### src/rtl/uvlo_pkg.sv
package uvlo_pkg;

  typedef enum logic { PROF_IGBT = 1'b0, PROF_MOSFET = 1'b1 } profile_e;

  // True when the code lies beyond the threshold that would change the flag
  function automatic logic crossing_pending(input logic ok, input logic [15:0] code,
                                            input logic [15:0] on_code,
                                            input logic [15:0] off_code);
    if (ok) return code < off_code;
    else    return code >= on_code;
  endfunction

  // Next high-side drive level: turn on only on an edge, hold while command high
  function automatic logic hs_next(input logic supplies_ok, input logic cmd,
                                   input logic rise, input logic drv_now);
    return supplies_ok & cmd & (drv_now | rise);
  endfunction

endpackage

### src/rtl/uvlo_filter.sv
module uvlo_filter #(
  parameter int CODE_W   = 10,
  parameter int FILT_CYC = 360,
  parameter int ON_CODE  = 500,
  parameter int OFF_CODE = 464
) (
  input  logic              clk,
  input  logic              rst_n,
  input  logic [CODE_W-1:0] code,
  output logic              ok,
  output logic              flip_evt
);
  localparam int CNT_W = $clog2(FILT_CYC + 1);
  localparam logic [CNT_W-1:0] LAST = CNT_W'(FILT_CYC - 1);

  logic [CNT_W-1:0] cnt;
  logic             pend;

  assign pend     = uvlo_pkg::crossing_pending(ok, 16'(code), 16'(ON_CODE), 16'(OFF_CODE));
  assign flip_evt = pend && (cnt == LAST);

  always_ff @(posedge clk or negedge rst_n) begin
    if (!rst_n) begin
      ok  <= 1'b0;
      cnt <= '0;
    end else if (!pend) begin
      cnt <= '0;
    end else if (flip_evt) begin
      ok  <= ~ok;
      cnt <= '0;
    end else begin
      cnt <= cnt + 1'b1;
    end
  end
endmodule

### src/rtl/hs_edge_gate.sv
module hs_edge_gate (
  input  logic clk,
  input  logic rst_n,
  input  logic lo_ok,
  input  logic hi_ok,
  input  logic lo_cmd,
  input  logic hi_cmd,
  output logic lo_drv,
  output logic hi_drv,
  output logic rise_evt
);
  logic cmd_q;
  logic both_ok;

  assign both_ok  = lo_ok & hi_ok;
  assign rise_evt = hi_cmd & ~cmd_q;

  always_ff @(posedge clk or negedge rst_n) begin
    if (!rst_n) begin
      cmd_q  <= 1'b0;
      lo_drv <= 1'b0;
      hi_drv <= 1'b0;
    end else begin
      cmd_q  <= hi_cmd;
      lo_drv <= lo_ok & lo_cmd;
      hi_drv <= uvlo_pkg::hs_next(both_ok, hi_cmd, rise_evt, hi_drv);
    end
  end
endmodule

### src/rtl/supply_lockout_gate.sv
module supply_lockout_gate #(
  parameter int                  CODE_W      = 10,
  parameter int                  FILT_CYC    = 360,
  parameter uvlo_pkg::profile_e  PROFILE     = uvlo_pkg::PROF_IGBT,
  parameter int                  IGBT_LO_ON  = 500,
  parameter int                  IGBT_LO_OFF = 464,
  parameter int                  IGBT_HI_ON  = 464,
  parameter int                  IGBT_HI_OFF = 428,
  parameter int                  MOS_ON      = 364,
  parameter int                  MOS_OFF     = 332
) (
  input  logic              clk,
  input  logic              rst_n,
  input  logic [CODE_W-1:0] lo_sup_code,
  input  logic [CODE_W-1:0] hi_sup_code,
  input  logic              lo_cmd,
  input  logic              hi_cmd,
  output logic              lo_drv,
  output logic              hi_drv,
  output logic              lo_sup_ok,
  output logic              hi_sup_ok
);
  localparam bit IS_IGBT = (PROFILE == uvlo_pkg::PROF_IGBT);
  localparam int LO_ON   = IS_IGBT ? IGBT_LO_ON  : MOS_ON;
  localparam int LO_OFF  = IS_IGBT ? IGBT_LO_OFF : MOS_OFF;
  localparam int HI_ON   = IS_IGBT ? IGBT_HI_ON  : MOS_ON;
  localparam int HI_OFF  = IS_IGBT ? IGBT_HI_OFF : MOS_OFF;

  logic [CODE_W-1:0] codes [2];
  logic [1:0]        sup_ok;
  logic [1:0]        flip_evts;
  logic              lo_flip_evt;
  logic              hi_flip_evt;
  logic              hs_rise_evt;

  assign codes[0] = lo_sup_code;
  assign codes[1] = hi_sup_code;

  // index 0: low-side supply, index 1: floating high-side supply
  for (genvar s = 0; s < 2; s++) begin : g_side
    uvlo_filter #(
      .CODE_W  (CODE_W),
      .FILT_CYC(FILT_CYC),
      .ON_CODE ((s == 0) ? LO_ON  : HI_ON),
      .OFF_CODE((s == 0) ? LO_OFF : HI_OFF)
    ) u_filt (
      .clk     (clk),
      .rst_n   (rst_n),
      .code    (codes[s]),
      .ok      (sup_ok[s]),
      .flip_evt(flip_evts[s])
    );
  end

  assign lo_sup_ok   = sup_ok[0];
  assign hi_sup_ok   = sup_ok[1];
  assign lo_flip_evt = flip_evts[0];
  assign hi_flip_evt = flip_evts[1];

  hs_edge_gate u_gate (
    .clk     (clk),
    .rst_n   (rst_n),
    .lo_ok   (lo_sup_ok),
    .hi_ok   (hi_sup_ok),
    .lo_cmd  (lo_cmd),
    .hi_cmd  (hi_cmd),
    .lo_drv  (lo_drv),
    .hi_drv  (hi_drv),
    .rise_evt(hs_rise_evt)
  );
endmodule

### config.mk
export PLATFORM = sky130hd
export DESIGN_NAME = supply_lockout_gate
export DESIGN_NICKNAME = d
export VERILOG_FILES = /design/src/rtl/uvlo_pkg.sv /design/src/rtl/uvlo_filter.sv /design/src/rtl/hs_edge_gate.sv /design/src/rtl/supply_lockout_gate.sv
export SDC_FILE = /design/constraint.sdc
export NUM_CORES = 1
export LEC_CHECK = 0
export CORE_MARGIN = 1
export CORE_UTILIZATION = 49
export DETAILED_ROUTE_END_ITERATION = 16
export PLACE_DENSITY = 0.9
export SETUP_SLACK_MARGIN = 0.5
export SYNTH_ARGS = -nofsm -noshare
export SYNTH_HDL_FRONTEND = slang
export SYNTH_SLANG_ARGS = --single-unit
### constraint.sdc
create_clock -name clk -period 2.6 [get_ports clk]
set_input_delay 0.65 -clock clk [delete_from_list [all_inputs] [get_ports clk]]
set_output_delay 0.65 -clock clk [all_outputs]
set_load 0.05 [all_outputs]
==> reports/results.ini <==
[critical_path]
required_ns=1.95
critPathBufInv=1
cp_top_family=buffers and inverters
slowest_delay_ns=0.56
crit_fanout=8
arrival_ns=1.35
critPathLaunchType=flip-flop
worstSetupPathType=reg -> out
crit_chain=dlygate4sd2_1
cp-end-kind=primary output
cp_slowest_cell=dlygate4sd2_1

[timing]
period_share=0.767
hold_ws_ns=0.448
grt_setup_unrepaired=false
finClkSkew_ns=0.00414
finalMaxSlewViolations=0
timing.slew.headroom=0.675
max_freq_mhz=501
hold_violations=0
worst_slew_pin_slew_ns=0.490
fin_crit_ns=2.00
setup_tns_ns=0
setup_viol=0

[synthesis]
syn-num-nets=144
postSynthAreaPerCell_um2=9.96
syn_inst=118
ys.warnings.count=0
ys_seq_area_frac=0.490
ys_types=30
ys_ff_latch=23
syn_area_um2=1170

[floorplanning]
die_h_um=51.0
ios=28
chipWidth_um=51.0
core_area_um2=2230
row_count=17
fp.dieArea_um2=2600
floorplan.initialDensity=0.526

[power]
p_per_area_nw_per_um2=418
leakage_nw=0.648
ir_drop_mv=0.254

[placement]
dpl_cell_area_um2=1460
hpwl_mm=1.83
gp_congestion=0.765
io_buffers=23

[cells_and_area]
fillers=170
final_common_cell=dfrtp_1
layout_common_cells=23 x dfrtp_1, 19 x clkdlybuf4s50_1, 17 x nor2_1
n_antenna_cell=0
drive_gt1_frac=0.0748
final_util=0.662
fin_nets=174
design_area_um2=1480
area_growth_syn_to_layout_pct=25.8

[clock_tree]
cts-root-buf=clkbuf_4
htree_levels=1
path_clk_slew_ns=0.12
cts_inserted_buffers=3
cts_buffer_depth=2
clk_latency_ns=0.31
cts_tree=done
clock-sinks=23
ctsHoldBuffers=0

[grt]
grt_use_total=0.208
grt_pass1_wl_mm=3.89
grt_max_degree=24
antenna_found_initial=0
grt_pass1_vias=997
grt.overflow.total=0

[drt]
first_pass_iters=4
avgViaCountPerCell=5.62
drtAntennaViolNets=0
drt_wl_total_mm=2.35
via_count=983
wire_per_inst_um=13.5
drc=0
drt_iter0_drc=16

[worst_hold_path]
hp-class=reg -> reg

[outcome]
status=completed

[run]
drv_cap=0

what timing repair did:
action | in CTS | in global routing
buffers inserted | 0 | 0
resized for setup | 4 | 0
endpoints found under the setup margin | 4 | 0
cells in the mapped netlist:
library cell,instances,share of area
a211oi_1,1,0.0064
a21bo_1,1,0.0085
a21o_1,1,0.0064
a21oi_1,4,0.017
a31oi_1,2,0.011
and2_1,2,0.011
and3_1,2,0.011
and4_1,1,0.0075
and4b_1,1,0.0085
dfrtp_1,23,0.49
ha_1,2,0.021
inv_1,2,0.0064
mux2i_1,2,0.017
nand2_1,10,0.032
nand3_1,8,0.034
nand4_2,1,0.011
nand4b_4,1,0.020
nor2_1,17,0.054
nor2b_1,1,0.0053
nor3_1,11,0.047
nor3b_1,1,0.0064
nor4_4,1,0.018
o211ai_1,3,0.019
o21ai_0,3,0.013
o21ai_1,2,0.0085
or2b_4,1,0.0096
or3_1,1,0.0053
or3_2,1,0.0064
xnor2_1,6,0.045
xor2_1,6,0.045
sequential cells by signal (all words and copies together), names as in the netlist:
name               count
u_gate.lo_drv          1
g_side.u_filt.ok       2
g_side.u_filt.cnt     18
u_gate.hi_drv          1
u_gate.cmd_q           1
per-layer routing:
layer,GRT usage,routed length [um],share of wire
met5,0,0,0
met4,0.153,54,0.023
met3,0.0536,144,0.061
met2,0.344,1160,0.49
met1,0.230,993,0.42
path summary, 6_finish.rpt:
check                                                   from                                 to  slack, ns  cells past startpoint
min reg2reg                           u_gate.cmd_q$_DFF_PN0_            u_gate.hi_drv$_DFF_PN0_       0.45                      1
min in group asynchronous                              rst_n  g_side[1].u_filt.cnt[6]$_DFF_PN0_       0.66                      2
max reg2reg                g_side[0].u_filt.cnt[0]$_DFF_PN0_    g_side[0].u_filt.ok$_DFFE_PN0P_       0.89                      5
max in group asynchronous                              rst_n  g_side[0].u_filt.cnt[7]$_DFF_PN0_       1.71                      2
min                                   u_gate.cmd_q$_DFF_PN0_            u_gate.hi_drv$_DFF_PN0_       0.45                      1
max                          g_side[0].u_filt.ok$_DFFE_PN0P_                          lo_sup_ok       0.60                      1
cell families (layout without fill, tap and decap cells):
logic type / count (synthesis) / count (layout) / share of synthesized area
DFF: 23 / 23 / 0.490
adders and majority gates: 2 / 2 / 0.0213
xor gates and xnor gates: 12 / 12 / 0.0895
buffers and inverters: 2 / 31 / 0.00639
AOI/OAI and AO/OA: 17 / 17 / 0.0895
and+or+nand+nor: 60 / 60 / 0.286
muxes: 2 / 2 / 0.0170
area by class of cell:
type / instances / area (um2) / share of cell area
clock buffers: 3 / 22.5 / 0.0152
inverters: 2 / 7.51 / 0.00508
well taps: 28 / 35.0 / 0.0237
flip-flops and latches: 23 / 576 / 0.389
repair buffers: 25 / 240 / 0.163
clock inverters: 1 / 5.00 / 0.00339
multi-input cells: 93 / 592 / 0.401
where the power goes:
group          total (mW)  internal, mW  switching, mW
sequential          0.378         0.368        0.00990
combinational      0.0773        0.0432         0.0340
clock               0.162        0.0575          0.105
per-stage QoR:
step | instances | setup WS (ns) | power [mW]
4_1_cts | 175 | 0.586 | 0.624
6_report | 175 | 0.605 | 0.618
5_1_grt | 175 | 0.533 | 0.650
3_5_place_dp | 171 | 0.494 | 0.463
2_1_floorplan | 118 | 1.04 | 0.411
3_3_place_gp | 171 | 0.573 | 0.457
(Power assumes the default switching activity.)
